`src/rtl/iqv_pkg.sv`:
```
package iqv_pkg;
  localparam int MAG_W   = 6;
  localparam int STEPS   = 48;
  localparam int QSTEPS  = STEPS / 4;

  typedef struct packed {
    logic             neg;
    logic [MAG_W-1:0] mag;
  } vec_t;

  // Quarter-wave cosine magnitude, 63 = unity, index k = k*7.5 degrees.
  function automatic logic [MAG_W-1:0] quarter_mag(input logic [3:0] k);
    case (k)
      4'd0:    quarter_mag = 6'd63;
      4'd1:    quarter_mag = 6'd62;
      4'd2:    quarter_mag = 6'd61;
      4'd3:    quarter_mag = 6'd58;
      4'd4:    quarter_mag = 6'd55;
      4'd5:    quarter_mag = 6'd50;
      4'd6:    quarter_mag = 6'd45;
      4'd7:    quarter_mag = 6'd38;
      4'd8:    quarter_mag = 6'd32;
      4'd9:    quarter_mag = 6'd24;
      4'd10:   quarter_mag = 6'd16;
      4'd11:   quarter_mag = 6'd8;
      default: quarter_mag = 6'd0;
    endcase
  endfunction
endpackage

```
`src/rtl/iqv_angle_lut.sv`:
```
module iqv_angle_lut
  import iqv_pkg::*;
#(
  parameter int ANGLE_W = 6
) (
  input  logic [ANGLE_W-1:0] angle,
  output vec_t               cos_v,
  output vec_t               sin_v,
  output logic               code_valid
);
  localparam logic [ANGLE_W-1:0] WRAP = ANGLE_W'(STEPS);
  localparam logic [ANGLE_W-1:0] Q1   = ANGLE_W'(QSTEPS);
  localparam logic [ANGLE_W-1:0] Q2   = ANGLE_W'(2 * QSTEPS);
  localparam logic [ANGLE_W-1:0] Q3   = ANGLE_W'(3 * QSTEPS);

  logic [ANGLE_W-1:0] eff;
  logic [ANGLE_W-1:0] base;
  logic [1:0]         quad;
  logic [3:0]         rem;
  logic [3:0]         rem_c;

  always_comb begin
    code_valid = (angle <= WRAP);
    eff        = (angle == WRAP) ? '0 : angle;
    if (eff < Q1)      begin quad = 2'd0; base = '0; end
    else if (eff < Q2) begin quad = 2'd1; base = Q1; end
    else if (eff < Q3) begin quad = 2'd2; base = Q2; end
    else               begin quad = 2'd3; base = Q3; end
    rem   = 4'(eff - base);
    rem_c = 4'(QSTEPS) - rem;

    unique case (quad)
      2'd0: begin cos_v.mag = quarter_mag(rem);   sin_v.mag = quarter_mag(rem_c); end
      2'd1: begin cos_v.mag = quarter_mag(rem_c); sin_v.mag = quarter_mag(rem);   end
      2'd2: begin cos_v.mag = quarter_mag(rem);   sin_v.mag = quarter_mag(rem_c); end
      default: begin cos_v.mag = quarter_mag(rem_c); sin_v.mag = quarter_mag(rem); end
    endcase
    // Half-plane sign rule; signs persist on zero magnitudes.
    cos_v.neg = (eff > Q1) && (eff <= Q3);
    sin_v.neg = (eff > Q2);

    if (!code_valid) begin
      cos_v = '0;
      sin_v = '0;
    end
  end
endmodule

```
`src/rtl/iqv_term.sv`:
```
module iqv_term
  import iqv_pkg::*;
#(
  parameter int AMP_W  = 8,
  parameter int PROD_W = AMP_W + MAG_W
) (
  input  vec_t              vec,
  input  logic [AMP_W-1:0]  amp,
  input  logic              gate_fwd,
  input  logic              gate_rev,
  output logic [PROD_W-1:0] prod,
  output logic              to_a,
  output logic              to_b
);
  function automatic logic [PROD_W-1:0] scale(input logic [AMP_W-1:0] a,
                                               input logic [MAG_W-1:0] m);
    scale = PROD_W'(a) * PROD_W'(m);
  endfunction

  always_comb begin
    prod = scale(amp, vec.mag);
    to_a = (gate_fwd && !vec.neg) || (gate_rev && vec.neg);
    to_b = (gate_fwd && vec.neg)  || (gate_rev && !vec.neg);
  end
endmodule

```
`src/rtl/iqv_port_sum.sv`:
```
module iqv_port_sum #(
  parameter int PROD_W = 14,
  parameter int NTERM  = 2,
  parameter int SUM_W  = PROD_W + $clog2(NTERM)
) (
  input  logic [NTERM-1:0][PROD_W-1:0] prod,
  input  logic [NTERM-1:0]             sel,
  output logic [SUM_W-1:0]             sum,
  output logic                         any
);
  always_comb begin
    sum = '0;
    for (int t = 0; t < NTERM; t++) begin
      if (sel[t]) sum = sum + SUM_W'(prod[t]);
    end
    any = |sel;
  end
endmodule

```
`src/rtl/iq_vector_drive.sv`:
```
module iq_vector_drive
  import iqv_pkg::*;
#(
  parameter int ANGLE_W = 6,
  parameter int AMP_W   = 8,
  parameter int PROD_W  = AMP_W + MAG_W,
  parameter int SUM_W   = PROD_W + 1
) (
  input  logic               clk,
  input  logic               rst_n,
  input  logic               enable,
  input  logic [ANGLE_W-1:0] angle_code,
  input  logic [AMP_W-1:0]   amp_code,
  input  logic               gate_i_fwd,
  input  logic               gate_i_rev,
  input  logic               gate_q_fwd,
  input  logic               gate_q_rev,
  output logic [SUM_W-1:0]   port_a_mag,
  output logic               port_a_on,
  output logic [SUM_W-1:0]   port_b_mag,
  output logic               port_b_on
);
  localparam int NTERM = 2;
  localparam int NPORT = 2;

  vec_t                         lut_cos;
  vec_t                         lut_sin;
  logic                         code_valid;
  vec_t [NTERM-1:0]             term_vec;
  logic [NTERM-1:0]             term_fwd;
  logic [NTERM-1:0]             term_rev;
  logic [NTERM-1:0][PROD_W-1:0] term_prod;
  logic [NPORT-1:0][NTERM-1:0]  term_sel;
  logic [NPORT-1:0][SUM_W-1:0]  port_sum;
  logic [NPORT-1:0]             port_any;

  iqv_angle_lut #(.ANGLE_W(ANGLE_W)) lut_i (
    .angle      (angle_code),
    .cos_v      (lut_cos),
    .sin_v      (lut_sin),
    .code_valid (code_valid)
  );

  assign term_vec = {lut_sin, lut_cos};
  assign term_fwd = {gate_q_fwd, gate_i_fwd};
  assign term_rev = {gate_q_rev, gate_i_rev};

  for (genvar t = 0; t < NTERM; t++) begin : g_term
    iqv_term #(.AMP_W(AMP_W), .PROD_W(PROD_W)) term_i (
      .vec      (term_vec[t]),
      .amp      (amp_code),
      .gate_fwd (term_fwd[t]),
      .gate_rev (term_rev[t]),
      .prod     (term_prod[t]),
      .to_a     (term_sel[0][t]),
      .to_b     (term_sel[1][t])
    );
  end

  for (genvar p = 0; p < NPORT; p++) begin : g_port
    iqv_port_sum #(.PROD_W(PROD_W), .NTERM(NTERM), .SUM_W(SUM_W)) sum_i (
      .prod (term_prod),
      .sel  (term_sel[p]),
      .sum  (port_sum[p]),
      .any  (port_any[p])
    );
  end

  always_ff @(posedge clk or negedge rst_n) begin
    if (!rst_n) begin
      port_a_mag <= '0;
      port_a_on  <= 1'b0;
      port_b_mag <= '0;
      port_b_on  <= 1'b0;
    end else if (!enable) begin
      port_a_mag <= '0;
      port_a_on  <= 1'b0;
      port_b_mag <= '0;
      port_b_on  <= 1'b0;
    end else begin
      port_a_mag <= port_sum[0];
      port_a_on  <= port_any[0];
      port_b_mag <= port_sum[1];
      port_b_on  <= port_any[1];
    end
  end
endmodule

```
`config.mk`:
```
export PLATFORM = sky130hd
export DESIGN_NAME = iq_vector_drive
export DESIGN_NICKNAME = d
export VERILOG_FILES = /design/src/rtl/iqv_pkg.sv /design/src/rtl/iqv_angle_lut.sv /design/src/rtl/iqv_term.sv /design/src/rtl/iqv_port_sum.sv /design/src/rtl/iq_vector_drive.sv
export SDC_FILE = /design/constraint.sdc
export NUM_CORES = 1
export LEC_CHECK = 0
export ABC_AREA = 1
export BUFFER_PORTS_ARGS = -buffer_cell sky130_fd_sc_hd__buf_2
export CORE_MARGIN = 1
export CORE_UTILIZATION = 63
export CTS_CLUSTER_SIZE = 10
export DETAILED_ROUTE_END_ITERATION = 16
export PLACE_DENSITY = 0.84
export SETUP_SLACK_MARGIN = 0.2
export SLEW_MARGIN = 5
export SYNTH_ARGS = -nofsm -noshare
export SYNTH_HDL_FRONTEND = slang
export SYNTH_SLANG_ARGS = --single-unit
```
`constraint.sdc`:
```
create_clock -name clk -period 0.8 [get_ports clk]
set_clock_uncertainty 0.05 [all_clocks]
set_input_delay 0.16 -clock clk [delete_from_list [all_inputs] [get_ports clk]]
set_output_delay 0.16 -clock clk [all_outputs]
set_load 0.02 [all_outputs]
```
==> metrics.md, run 1 <==
| Metric | Value |
|---|---|
| Half-perimeter wire length after placement | `18.4 mm` |
| Result of the run | `stopped before the end` |
| Yosys reg bits | `32` |
| Post-cts sizing count | `298` |
| Seq/Total Area, Yosys | `13.2%` |
| Error Message | `[ERROR DPL-0038] Utilization greater than 100%, impossible to legalize` |
| Post-Synthesis Cells | `859` |
| Flip-flop cell with the highest count after synthesis | `dfrtp_1` |
| Placed Instance Area | `8490 um2` |
| Clock tree root buffer cell | `clkbuf_8` |
| Post CTS Setup Buffer Count | `42` |
| Library cells used by synthesis | `40` |
| Die height | `100 um` |
| Post-synth EDFFs | `0` |
| Initial cell density of the core | `65.5%` |
| Final estimated routing congestion in global placement | `1.14` |
| Port buffer count | `52` |
| Number of buffers on the longest clock path | `2` |
| Synth top area cells | `fa_1 17%, ha_1 16%, dfrtp_1 13%` |
| Synth Warn # | `0` |
| Mapped Area | `6080 um2` |
| Proportion of register bits with asynchronous set or reset after synthesis | `100%` |
| Number of sinks on the clock net | `32` |
| TritonCTS Buffers | `5` |
| # IOs | `53` |
| Standard-cell row count | `35` |
| Exit stage | `clock tree synthesis` |
| H-tree level count | `2` |
| Net count after synthesis | `1011` |
| Yosys top cell by area | `fa_1` |
| Mean instance size in the synthesized netlist | `7.08 um2` |
| Die span in x | `100 um` |
| Synth top area share | `17.1%` |
logic make-up after synthesis:
| kind of cell | Yosys count | synth area share [%] |
|---|---|---|
| compound gates | 140 | 13.5 |
| xor+xnor | 31 | 4.47 |
| fa+ha+maj | 131 | 33.4 |
| buf+inv | 198 | 12.5 |
| flops | 32 | 13.2 |
| simple gates | 327 | 23.0 |
metrics by stage:
step                setup slack [ps]  setup TNS [ps]  hold WS [ps]  instances
floorplan                      -5080         -128500          -186        859
global placement               -5390         -138790          69.2       1223
detailed placement             -5760         -147320          88.2       1223
synthesized netlist by cell type (11+ instances only):
library cell,n
inv_1,177
nand2_1,144
nor2_1,103
ha_1,79
a21oi_1,53
fa_1,52
nand3_1,42
dfrtp_1,32
o21ai_0,32
xor2_1,20
nand2_2,11
nand4_1,11
o21bai_1,11
o22ai_1,11
xnor2_1,11
==> run 2, diff against run 1 <==
--- a/config.mk
+++ b/config.mk
@@ -8,11 +8,9 @@
 export ABC_AREA = 1
 export BUFFER_PORTS_ARGS = -buffer_cell sky130_fd_sc_hd__buf_2
 export CORE_MARGIN = 1
-export CORE_UTILIZATION = 63
-export CTS_CLUSTER_SIZE = 10
+export CORE_UTILIZATION = 40
 export DETAILED_ROUTE_END_ITERATION = 16
-export PLACE_DENSITY = 0.84
-export SETUP_SLACK_MARGIN = 0.2
+export PLACE_DENSITY_LB_ADDON = 0.15
 export SLEW_MARGIN = 5
 export SYNTH_ARGS = -nofsm -noshare
 export SYNTH_HDL_FRONTEND = slang
==> run 2 against run 1 <==
Effect of this change: the flow now finishes, with violations (DRC, setup timing); synthesized area is the same; synthesized cell count stayed put.
==> metrics.md, run 2 <==
| Metric | Value |
|---|---|
| Result of the run | `finished, violations left` |
| Violated checks | `DRC, setup timing` |
| Net count reported at finish | `1310` |
| Hold violation total from the final report | `0` |
| Simple logic cell fraction of the synthesized area | `23.0% (unchanged)` |
| Port buffer count | `52 (unchanged)` |
| Flip-flop cell with the highest count after synthesis | `dfrtp_1` |
| First-pass DRT Iterations | `11` |
| Mapped Area | `6080 um2 (unchanged)` |
| Worst setup SP type | `input port` |
| Adder-cell share of the synthesized area | `33.4% (unchanged)` |
| Cell with the biggest individual delay on the critical path | `fa_1` |
| Proportion of layout cells with a drive suffix above 1 | `53.2%` |
| Worst Setup Slack, final | `-5100 ps` |
| Number of buffers on the longest clock path | `2 (unchanged)` |
| Worst slew pin tran | `349 ps` |
| Category of the critical setup timing path | `in -> reg` |
| Post-synth EDFFs | `0 (unchanged)` |
| Total wirelength of the detailed-routed design | `21.1 mm` |
| Die span in x | `125 um (+25%)` |
| Ant. Diodes | `0` |
| CTS tree | `built` |
| Post-route ant nets | `0` |
| Delay contributed by the slowest stage of the critical path | `540 ps` |
| Drt initial violations | `392` |
| Setup TNS | `-136230 ps` |
| Initial antenna violation count | `0` |
| Standard-cell row count | `44 (+26%)` |
| H-tree level count | `2 (unchanged)` |
| Grt ovf | `0` |
| Number of remaining DRC errors | `3` |
| Peak fanout along the critical path | `4` |
| Most used cells in the layout excluding fill and tap cells | `222 x buf_4, 115 x inv_1, 92 x nand2_1` |
| Most instantiated library cell after synthesis | `inv_1` |
| Worst setup path start | `angle_code[3]` |
| Average routed wire per standard cell | `15.7 um` |
| Clock tree root buffer cell | `clkbuf_16` |
| Half-perimeter wire length after placement | `16.2 mm (-12%)` |
| Synth top area cells | `fa_1 17%, ha_1 16%, dfrtp_1 13%` |
| Clock slew seen by the registers of the worst setup and hold paths | `60 ps` |
| Total vias in the final route | `6767` |
| Area added between synthesis and finish | `72.9%` |
| Yosys reg bits | `32 (unchanged)` |
| Vias per cell | `5.04` |
| # IOs | `53 (unchanged)` |
| Seq/Total Area, Yosys | `13.2% (unchanged)` |
| Top delay family on crit path | `adder cells` |
| Portion of the clock cycle consumed by the worst path in the final layout | `737%` |
| Initial cell density of the core | `41.4% (-24 points)` |
| Compound-cell area share of the yosys netlist | `13.5% (unchanged)` |
| Critical Path RT | `920 ps` |
| Final setup violation count | `64` |
| TritonCTS Buffers | `5 (unchanged)` |
| Classification of the worst-slack hold path | `in -> reg` |
| Yosys top cell by area | `fa_1` |
| Xor-xnor portion of the synthesized cell area | `4.47% (unchanged)` |
| Synth Warn # | `0 (unchanged)` |
| Die Footprint | `15700 um2` |
| Most frequent CP cell | `inv_2` |
| Number of buffers and inverters on the critical path | `13` |
| Final estimated routing congestion in global placement | `0.919 (-20%)` |
| Finished Core Util | `71.5%` |
| Wire length of the first global-routing pass | `32.8 mm` |
| Mux cell area share after synthesis | `0% (unchanged)` |
| Final worst path period need | `5900 ps` |
| Data arrival at the endpoint of the critical path | `6010 ps` |
| Commonest cells post-synth | `177 x inv_1, 144 x nand2_1, 103 x nor2_1` |
| Number of standard cells in the final layout excluding fillers | `1343` |
| Number of sinks on the clock net | `32 (unchanged)` |
| Most common cell after layout, fill and taps aside | `buf_4` |
| Min-delay src | `enable` |
| Die height | `125 um (+25%)` |
| Library cells used by synthesis | `40 (unchanged)` |
| Largest net degree at the start of global routing | `33` |
| Core region area | `14700 um2` |
| Headroom to the max-slew limit | `76.6%` |
| Post-Synthesis Cells | `859 (unchanged)` |
| Biggest registers after layout | `port_a_mag (15), port_b_mag (15)` |
| All-Layer GR Usage | `26.4%` |
| Critical path endpoint category | `flip-flop` |
| RSZ-0062 raised after global routing | `true` |
| Max frequency | `170 MHz` |
| Cell Count Post-Placement | `1297 (+6.1%)` |
| Synth top area share | `17.1% (unchanged)` |
| Pins Over Slew Limit | `0` |
| Main combinational cell family by area after synthesis | `adder cells` |
| Count of maximum capacitance violations | `0` |
| Mean instance size in the synthesized netlist | `7.08 um2 (unchanged)` |
| Final Hold Slack | `247 ps` |
| Vias in the first global route | `6860` |
| Proportion of register bits with asynchronous set or reset after synthesis | `100% (unchanged)` |
| Net count after synthesis | `1011 (unchanged)` |
## run 2: cell counts after synthesis
No cell type changed its count.
## run 2: what timing repair did
action	4_1_cts	5_1_grt
gates resized for setup	274	74
buffers inserted	26	15
cloned	1	0
endpoints found under the setup margin	64	64
hold buffers	1	0
endpoints found under the hold margin	32	0
pin swaps	121	38
## run 2: cells by family (layout without fill, tap and decap cells)
family | Yosys count | count (layout)
compound gates | 140 | 140
xor+xnor | 31 | 31
fa+ha+maj | 131 | 131
simple gates | 327 | 327
flops | 32 | 32
buf+inv | 198 | 498
## run 2: area by class of cell
cell class              instances  area [um2]
multi-input cells             629        6100
fillers                      1055        4190
repair buffers                299        2470
flip-flops and latches         32         801
inverters                     191         743
well taps                     184         230
clock buffers                   6         129
clock inverters                 2        35.0
## run 2: final timing paths
path,to,slack (ps),cells past startpoint
setup / recovery,port_a_mag[13]$_DFF_PN0_,-5100,40
min in group asynchronous,port_b_mag[2]$_DFF_PN0_,340,3
max in group asynchronous,port_a_mag[0]$_DFF_PN0_,180,3
hold / removal,port_b_mag[9]$_DFF_PN0_,250,4
## run 2: stage by stage
stage	area, um2	setup slack (ps)
after global placement	8720	-5430
final	10500	-5100
after detailed placement	8720	-5540
after global routing	10500	-5460
after CTS	10100	-5010
after floorplan	6670	-5080
## run 2: routing by layer
metal	global-route usage [%]	routed length [um]	vias up
li1	-	-	3319
met1	32.7	9060	3224
met2	47.0	10500	175
met3	2.40	666	49
met4	11.0	877	0
met5	0	0	-
Power of run 2 is not shown: default switching activity piles up to over one toggle a cycle in this logic, so the estimate is an artifact.
